<file path="config.mk">
export PLATFORM = sky130hd
export DESIGN_NAME = bus_clk_ctl
export DESIGN_NICKNAME = d
export VERILOG_FILES = /design/src/rtl/bclk_pkg.sv /design/src/rtl/bclk_pin_sync.sv /design/src/rtl/bclk_divider.sv /design/src/rtl/bclk_pin_ctl.sv /design/src/rtl/bus_clk_ctl.sv
export SDC_FILE = /design/constraint.sdc
export NUM_CORES = 1
export LEC_CHECK = 0
export BUFFER_PORTS_ARGS = -buffer_cell sky130_fd_sc_hd__buf_4
export CAP_MARGIN = 20
export CELL_PAD_IN_SITES_DETAIL_PLACEMENT = 0
export CELL_PAD_IN_SITES_GLOBAL_PLACEMENT = 1
export CORE_AREA = 5 5 42 44
export DETAILED_ROUTE_END_ITERATION = 16
export DIE_AREA = 0 0 47 49
export PLACE_DENSITY = 0.64
export SLEW_MARGIN = 15
export SYNTH_ARGS = -nofsm -noshare
export SYNTH_HDL_FRONTEND = slang
export SYNTH_SLANG_ARGS = --single-unit
</file>
<file path="constraint.sdc">
create_clock -name osc_clk -period 1 [get_ports osc_clk]
set_input_delay 0.05 -clock osc_clk [delete_from_list [all_inputs] [get_ports osc_clk]]
set_output_delay 0.05 -clock osc_clk [all_outputs]
set_load 0.05 [all_outputs]
</file>
<file path="src/rtl/bclk_pkg.sv">
package bclk_pkg;
   typedef enum logic [1:0] {
      MODE_USER     = 2'b00,
      MODE_SPECIAL  = 2'b01,
      MODE_PERIPH   = 2'b10,
      MODE_EXPANDED = 2'b11
   } bclk_mode_e;
endpackage

</file>
<file path="src/rtl/bclk_pin_sync.sv">
module bclk_pin_sync #(
   parameter int SYNC_STAGES = 0
) (
   input  logic clk,
   input  logic rst_n,
   input  logic pin_in,
   output logic pin_s
);
   generate
      if (SYNC_STAGES < 0 || SYNC_STAGES > 4) begin : g_bad
         $error("SYNC_STAGES must be 0..4");
      end
      if (SYNC_STAGES == 0) begin : g_direct
         assign pin_s = pin_in;
      end else begin : g_chain
         logic [SYNC_STAGES-1:0] sh_q;
         always_ff @(posedge clk or negedge rst_n) begin
            if (!rst_n) sh_q <= '0;
            else if (SYNC_STAGES == 1) sh_q <= pin_in;
            else sh_q <= {sh_q[SYNC_STAGES-2:0], pin_in};
         end
         assign pin_s = sh_q[SYNC_STAGES-1];
      end
   endgenerate
endmodule

</file>
<file path="src/rtl/bclk_divider.sv">
module bclk_divider #(
   parameter int STRETCH_W = 2
) (
   input  logic                 clk,
   input  logic                 rst_n,
   input  logic                 stop_req,
   input  logic                 periph,
   input  logic                 ext_clk,
   input  logic                 stretch_req,
   input  logic [STRETCH_W-1:0] stretch_cnt,
   output logic                 phase
);
   localparam int MAX_EXTRA = (1 << STRETCH_W) - 1;
   localparam logic [STRETCH_W-1:0] ONE = STRETCH_W'(1);

   generate
      if (STRETCH_W < 1 || STRETCH_W > 4) begin : g_bad
         $error("STRETCH_W must be 1..4");
      end
   endgenerate

   logic                 phase_q;
   logic [STRETCH_W-1:0] cnt_q;

   always_ff @(posedge clk or negedge rst_n) begin
      if (!rst_n) begin
         phase_q <= 1'b0;
         cnt_q   <= '0;
      end else if (stop_req) begin
         phase_q <= 1'b0;
         cnt_q   <= '0;
      end else if (periph) begin
         phase_q <= ext_clk;
         cnt_q   <= '0;
      end else if (!phase_q) begin
         phase_q <= 1'b1;
         cnt_q   <= stretch_req ? stretch_cnt : '0;
      end else if (cnt_q != '0) begin
         cnt_q   <= cnt_q - ONE;
      end else begin
         phase_q <= 1'b0;
      end
   end

   assign phase = phase_q;

   // Checker state: completed high cycles, saturating.
   logic [STRETCH_W+1:0] hi_q;
   always_ff @(posedge clk or negedge rst_n) begin
      if (!rst_n) hi_q <= '0;
      else if (periph || !phase_q) hi_q <= '0;
      else if (hi_q != '1) hi_q <= hi_q + 1'b1;
   end


   a_r6_stop_holds_low: assert property (@(posedge clk) disable iff (!rst_n)
      stop_req |=> !phase);

   a_r2_low_single: assert property (@(posedge clk) disable iff (!rst_n)
      (!phase && !stop_req && !periph) |=> phase);

   a_r7_high_bounded: assert property (@(posedge clk) disable iff (!rst_n)
      (phase && !periph) |-> (hi_q <= (STRETCH_W+2)'(MAX_EXTRA)));

   a_r5_follows_pin: assert property (@(posedge clk) disable iff (!rst_n)
      (periph && !stop_req) |=> (phase == $past(ext_clk)));
endmodule

</file>
<file path="src/rtl/bclk_pin_ctl.sv">
module bclk_pin_ctl
   import bclk_pkg::*;
(
   input  logic       clk,
   input  logic       rst_n,
   input  logic [1:0] mode,
   input  logic       en_wr,
   input  logic       en_val,
   input  logic       bus_clk,
   output logic       periph,
   output logic       pin_out,
   output logic       pin_oe
);
   bclk_mode_e mode_e;
   logic       touched_q;
   logic       en_q;
   logic       dflt_en;
   logic       eff_en;

   assign mode_e  = bclk_mode_e'(mode);
   assign periph  = (mode_e == MODE_PERIPH);
   assign dflt_en = (mode_e != MODE_USER);

   always_ff @(posedge clk or negedge rst_n) begin
      if (!rst_n) begin
         touched_q <= 1'b0;
         en_q      <= 1'b0;
      end else if (en_wr) begin
         touched_q <= 1'b1;
         en_q      <= en_val;
      end
   end

   assign eff_en  = touched_q ? en_q : dflt_en;
   assign pin_oe  = eff_en && !periph;
   assign pin_out = bus_clk && pin_oe;


   a_r9_quiet_when_off: assert property (@(posedge clk) disable iff (!rst_n)
      !pin_oe |-> !pin_out);

   a_r5_periph_no_drive: assert property (@(posedge clk) disable iff (!rst_n)
      periph |-> !pin_oe);

   a_r3_write_applies: assert property (@(posedge clk) disable iff (!rst_n)
      (en_wr && !periph) |=> (pin_oe == ($past(en_val) && !periph)));
endmodule

</file>
<file path="src/rtl/bus_clk_ctl.sv">
module bus_clk_ctl #(
   parameter int STRETCH_W   = 2,
   parameter int SYNC_STAGES = 0
) (
   input  logic                 osc_clk,
   input  logic                 rst_n,
   input  logic [1:0]           mode,
   input  logic                 pin_en_wr,
   input  logic                 pin_en_val,
   input  logic                 stop_req,
   input  logic                 stretch_req,
   input  logic [STRETCH_W-1:0] stretch_cnt,
   input  logic                 pin_in,
   output logic                 bus_clk,
   output logic                 pin_out,
   output logic                 pin_oe
);
   logic pin_s;
   logic periph;

   bclk_pin_sync #(.SYNC_STAGES(SYNC_STAGES)) u_sync (
      .clk(osc_clk), .rst_n(rst_n), .pin_in(pin_in), .pin_s(pin_s)
   );

   bclk_divider #(.STRETCH_W(STRETCH_W)) u_div (
      .clk(osc_clk), .rst_n(rst_n), .stop_req(stop_req), .periph(periph),
      .ext_clk(pin_s), .stretch_req(stretch_req), .stretch_cnt(stretch_cnt),
      .phase(bus_clk)
   );

   bclk_pin_ctl u_pin (
      .clk(osc_clk), .rst_n(rst_n), .mode(mode), .en_wr(pin_en_wr),
      .en_val(pin_en_val), .bus_clk(bus_clk), .periph(periph),
      .pin_out(pin_out), .pin_oe(pin_oe)
   );


   a_r1_reset_low: assert property (@(posedge osc_clk)
      !rst_n |-> !bus_clk);
endmodule

</file>
; After elaboration in Yosys (flattened, before gate mapping)
; Index checks and enable logic that the tools add are counted.
[word_totals]
register_bits = 5
output_inout_bits = 3
wordCells = 22
[classes]
n_reduce_logical = 5
n_addsub = 1
n_eq_ne = 2
mux = 10
[ops]
columns = cell, count
row1 = 2-to-1 mux 2 bit, 5
row2 = 2-to-1 mux 1 bit, 5
row3 = != test 4 x 3 -> 1 bit (second input constant), 1
row4 = nonzero test 2 bit, 2
row5 = equality test 2 bit (second input constant), 1
row6 = logical AND 1 bit, 2
row7 = subtractor 2 x 1 -> 2 bit (second input constant), 1
row8 = logical NOT 1 bit, 1

; Longest topological paths before layout
[depth]
word_depth = 5
ltp_mapped = 5
depth_no_buf = 5

; By module
; A second synthesis with hierarchy kept.
[hier_totals]
cells_unflattened = 30
hier_area_um2 = 300.3
[modules_own_cells]
columns = mod, cells_per_inst, area_each_um2, seq_area_each_um2, instances
row1 = bclk_divider, 18, 166.4, 75.1, 1
row2 = bclk_pin_ctl, 11, 126.4, 50.0, 1
row3 = bclk_pin_sync, 1, 7.5, 0.0, 1

; Least setup slack after synthesis
; OpenSTA, ideal clock, no wires.
[synth_timing]
path_kind = register -> output
startpoint = register u_div.phase_q, in the netlist u_div.phase
endpoint = output pin_out
path_slack_ns = -0.985
n_path_buf = 0
arrival_time_ns = 1.935
stages_incl_launch_ff = 3
path_cell_list = dfrtp_1 > inv_1 > a211oi_1
[synth_between]
elab_chain_cells = 1
[synth_lines]
columns = element, line
row1 = "start, declared", bclk_divider.sv:22  ; logic phase_q;
row2 = "start signal, assigned", bclk_divider.sv:33  ; phase_q <= ext_clk;
row3 = logical AND 1 bit, bclk_pin_ctl.sv:36  ; assign pin_out = bus_clk && pin_oe;
row4 = "end, declared", bus_clk_ctl.sv:15  ; output logic pin_out,
; No other way between the ends.

; Final worst setup path
[layout_timing]
startpoint = register u_pin.touched_q
endpoint = output pin_out
[layout_between]
elab_chain_cells = 3
[layout_lines]
columns = element, line
row1 = "start, declared", bclk_pin_ctl.sv:15  ; logic touched_q;
row2 = "start signal, assigned", bclk_pin_ctl.sv:26  ; touched_q <= 1'b0;
row3 = "start signal, assigned", bclk_pin_ctl.sv:29  ; touched_q <= 1'b1;
row4 = 2-to-1 mux 1 bit, bclk_pin_ctl.sv:34  ; assign eff_en = touched_q ? en_q : dflt_en;
row5 = logical AND 1 bit, bclk_pin_ctl.sv:35  ; assign pin_oe = eff_en && !periph;
row6 = logical AND 1 bit, bclk_pin_ctl.sv:36
; No other way between the ends.

==> reports/metrics.yaml <==
logic_synthesis:
  synthTopCellsByArea: "dfrtp_1 49%, a21oi_1 9.8%, a211oi_1 8.8%"
  synth_warnings: 0
  ys_seq_area_share_pct: 48.78
  syn_avg_cell_area_um2: 9.161
  ys_types: 12
  syn_area_um2: 256.5
  synth_common_cells: "5 x a21oi_1, 5 x dfrtp_1, 5 x inv_1"
  async_reset_ff_share_pct: 100.0
  synth-seq-cells: 5
  synth_top_area_share_pct: 48.78
  synth_flop_cell: "dfrtp_1"
  synth_top_area_cell: "dfrtp_1"
  syn_inst: 28
  synth_edf_count: 0
  synth_fp_nets: 40
routing:
  wirelength_um: 734
  routed-via-count: 286
  via_per_inst: 4.206
  first_pass_iters: 1
  drc: 0
  antenna_left: 0
  dr.first_iter.drc_count: 0
  wl_per_cell_um: 10.79
critical_path:
  path_buf_inv: 1
  critPathRequiredTime_ns: 0.95
  cpLargestDelayFamily: "flip-flops"
  cp_data_arrival_time_ns: 1.13
  endpoint_kind: "primary output"
  critPathMaxFanout: 4
  critPathMaxStageDelay_ns: 0.44
  start_kind: "flip-flop"
  critPathSlowestCell: "dfrtp_2"
  crit_type: "reg2out"
  crit_chain: "a21oi_4 -> a211oi_4 -> buf_6"
placement:
  dp_slack_ns: -0.1486
  globalplace.congestion: 0.6441
  hpwl_um: 500.1
  buffer_ports.inserted: 13
  dpl.cell_count: 59
  dpl_cell_area_um2: 420.4
grt:
  grt_pass1_wl_um: 1276
  gr-total-overflow: 0
  grt_pass1_vias: 322
  grt_antenna_before_repair: 0
  grt_max_degree: 7
  grt_usage_pct: 7.736
timing:
  rsz0062_at_grt: "yes"
  worst_slack_ns: -0.1826
  worst_slew_margin_rel_pct: 86.64
  min_period_ns: 1.183
  fin_skew_ns: 0.00006220
  hold_slack_ns: 0.005509
  hold_viol_final: 0
  maxSlewViolCount: 0
  max_clock_freq_ghz: 0.8456
  min_period_over_period_pct: 118.3
  setup_viol: 5
  tightestPinTransition_ns: 0.1992
cts:
  cts_htree_levels: 1
  clock_path_buffers: 2
  clock_sinks: 5
  cts-root-buf: "clkbuf_4"
  clkLatencyLatePin_ns: 0.24
  cts_tree: "done"
  cts_buffers: 3
  path_clk_slew_ns: 0.04
power:
  power_density_mw_per_mm2: 1304
  leakagePower_nw: 0.2408
  ir_drop_uv: 1218
min_path:
  min_path_type: "in2reg"
finish:
  antenna_cells: 0
  fin_nets: 65
  drive_gt1_share_pct: 65.38
  fin_area_um2: 556.8
  syn_to_final_growth_pct: 117.1
  final_cells: 68
status:
  violations: "negative setup slack"
  status: "finished with violations"
floorplan:
  die_x_um: 47
  initial_utilization_pct: 18.30
  dieHeight_um: 49
  die-area_mm2: 0.002303
  rows: 14
  boundaryPins: 14
  core-area_mm2: 0.001401
job:
  drv_cap: 0
-- worst reg2reg max path, delay by kind of cell, from the launching register on --
kind                       cells  cell delay, ns
and+or+nand+nor                1            0.10
adders and majority gates      1            0.20
buffers and inverters          1            0.08
AOI/OAI and AO/OA              2            0.24
DFF                            1            0.39
-- power by group --
| part | total [mW] | switching (mW) | internal (mW) |
|---|---|---|---|
| clock network | 0.229 | 0.0787 | 0.151 |
| logic | 0.269 | 0.130 | 0.139 |
| registers | 0.227 | 0.00940 | 0.218 |
| total | 0.726 | 0.219 | 0.507 |
-- area by class of cell --
| type | instances | area [um2] |
|---|---|---|
| Fill cell | 149 | 844.6 |
| Multi-Input combinational cell | 18 | 182.7 |
| Timing Repair Buffer | 20 | 181.4 |
| Sequential cell | 5 | 127.6 |
| Clock buffer | 4 | 26.28 |
| Tap cell | 16 | 20.02 |
| Inverter | 5 | 18.77 |
-- layout by cell type (no fill, tap or decap), drive strengths merged --
cell type / synthesis / layout
buf: 0 / 18
inv: 5 / 5
dfrtp: 5 / 5
a21oi: 5 / 5
clkbuf: 0 / 4
a211oi: 3 / 3
nand2b: 2 / 2
dlygate4sd3: 0 / 2
nor2: 2 / 2
a311oi: 1 / 1
nand2: 1 / 1
o21ai: 1 / 1
xor2: 1 / 1
or2: 1 / 1
ha: 1 / 1
-- logic make-up after synthesis --
kind of cell / Yosys count / synth area share, %
AO/OA/AOI/OAI: 10 / 23.90
XOR/XNOR: 1 / 3.415
adder cells (fa/ha/maj): 1 / 4.877
buffers and inverters: 5 / 7.318
flip-flops: 5 / 48.78
AND/OR/NAND/NOR: 6 / 11.71
-- worst paths after layout --
check | from | end | slack, ns | depth (start not counted)
worst max-delay path | u_pin.touched_q | pin_out | -0.18 | 3
worst min-delay path | pin_en_wr | u_pin.en_q | 0.006 | 2
worst max register to register | u_div.cnt_q[0] | u_div.cnt_q[1] | -0.10 | 5
worst min register to register | u_div.phase | u_div.cnt_q[1] | 0.60 | 2
max in group asynchronous | rst_n | u_pin.touched_q | 0.73 | 2
min in group asynchronous | rst_n | u_div.cnt_q[1] | 0.15 | 2
-- registers in the layout, summed over array words and instances, names as in the netlist --
name and cells:
u_div.cnt_q 2, u_pin.touched_q 1, u_div.phase 1, u_pin.en_q 1
-- per-stage QoR --
step	utilization, %	power [mW]	TNS [ns]
CTS	37.23	0.6923	-0.4559
global route	39.73	0.7702	-0.7886
floorplan	-	0.3333	-0.2381
detailed placement	30.00	0.4104	-0.4599
finish	39.73	0.7259	-0.5523
global placement	30.00	0.4122	-0.4093
-- layer usage --
metal  vias to the layer above  GRT usage, %  part of all wire, %
li1                        144             -                    -
met1                       129         7.883                   39
met2                        13         12.90                   51
met3                         0         5.166                   10
met4                         0         1.382                    0
met5                         -             0                    0
-- repair_timing --
action | 4_1_cts | 5_1_grt
gates resized for setup | 10 | 7
setup buffers | 2 | 2
hold buffers | 2 | 0
hold endpoints to repair | 6 | 0
pin swaps | 5 | 4
endpoints found under the setup margin | 5 | 6
Note: power is estimated with default switching activity, not from simulation.
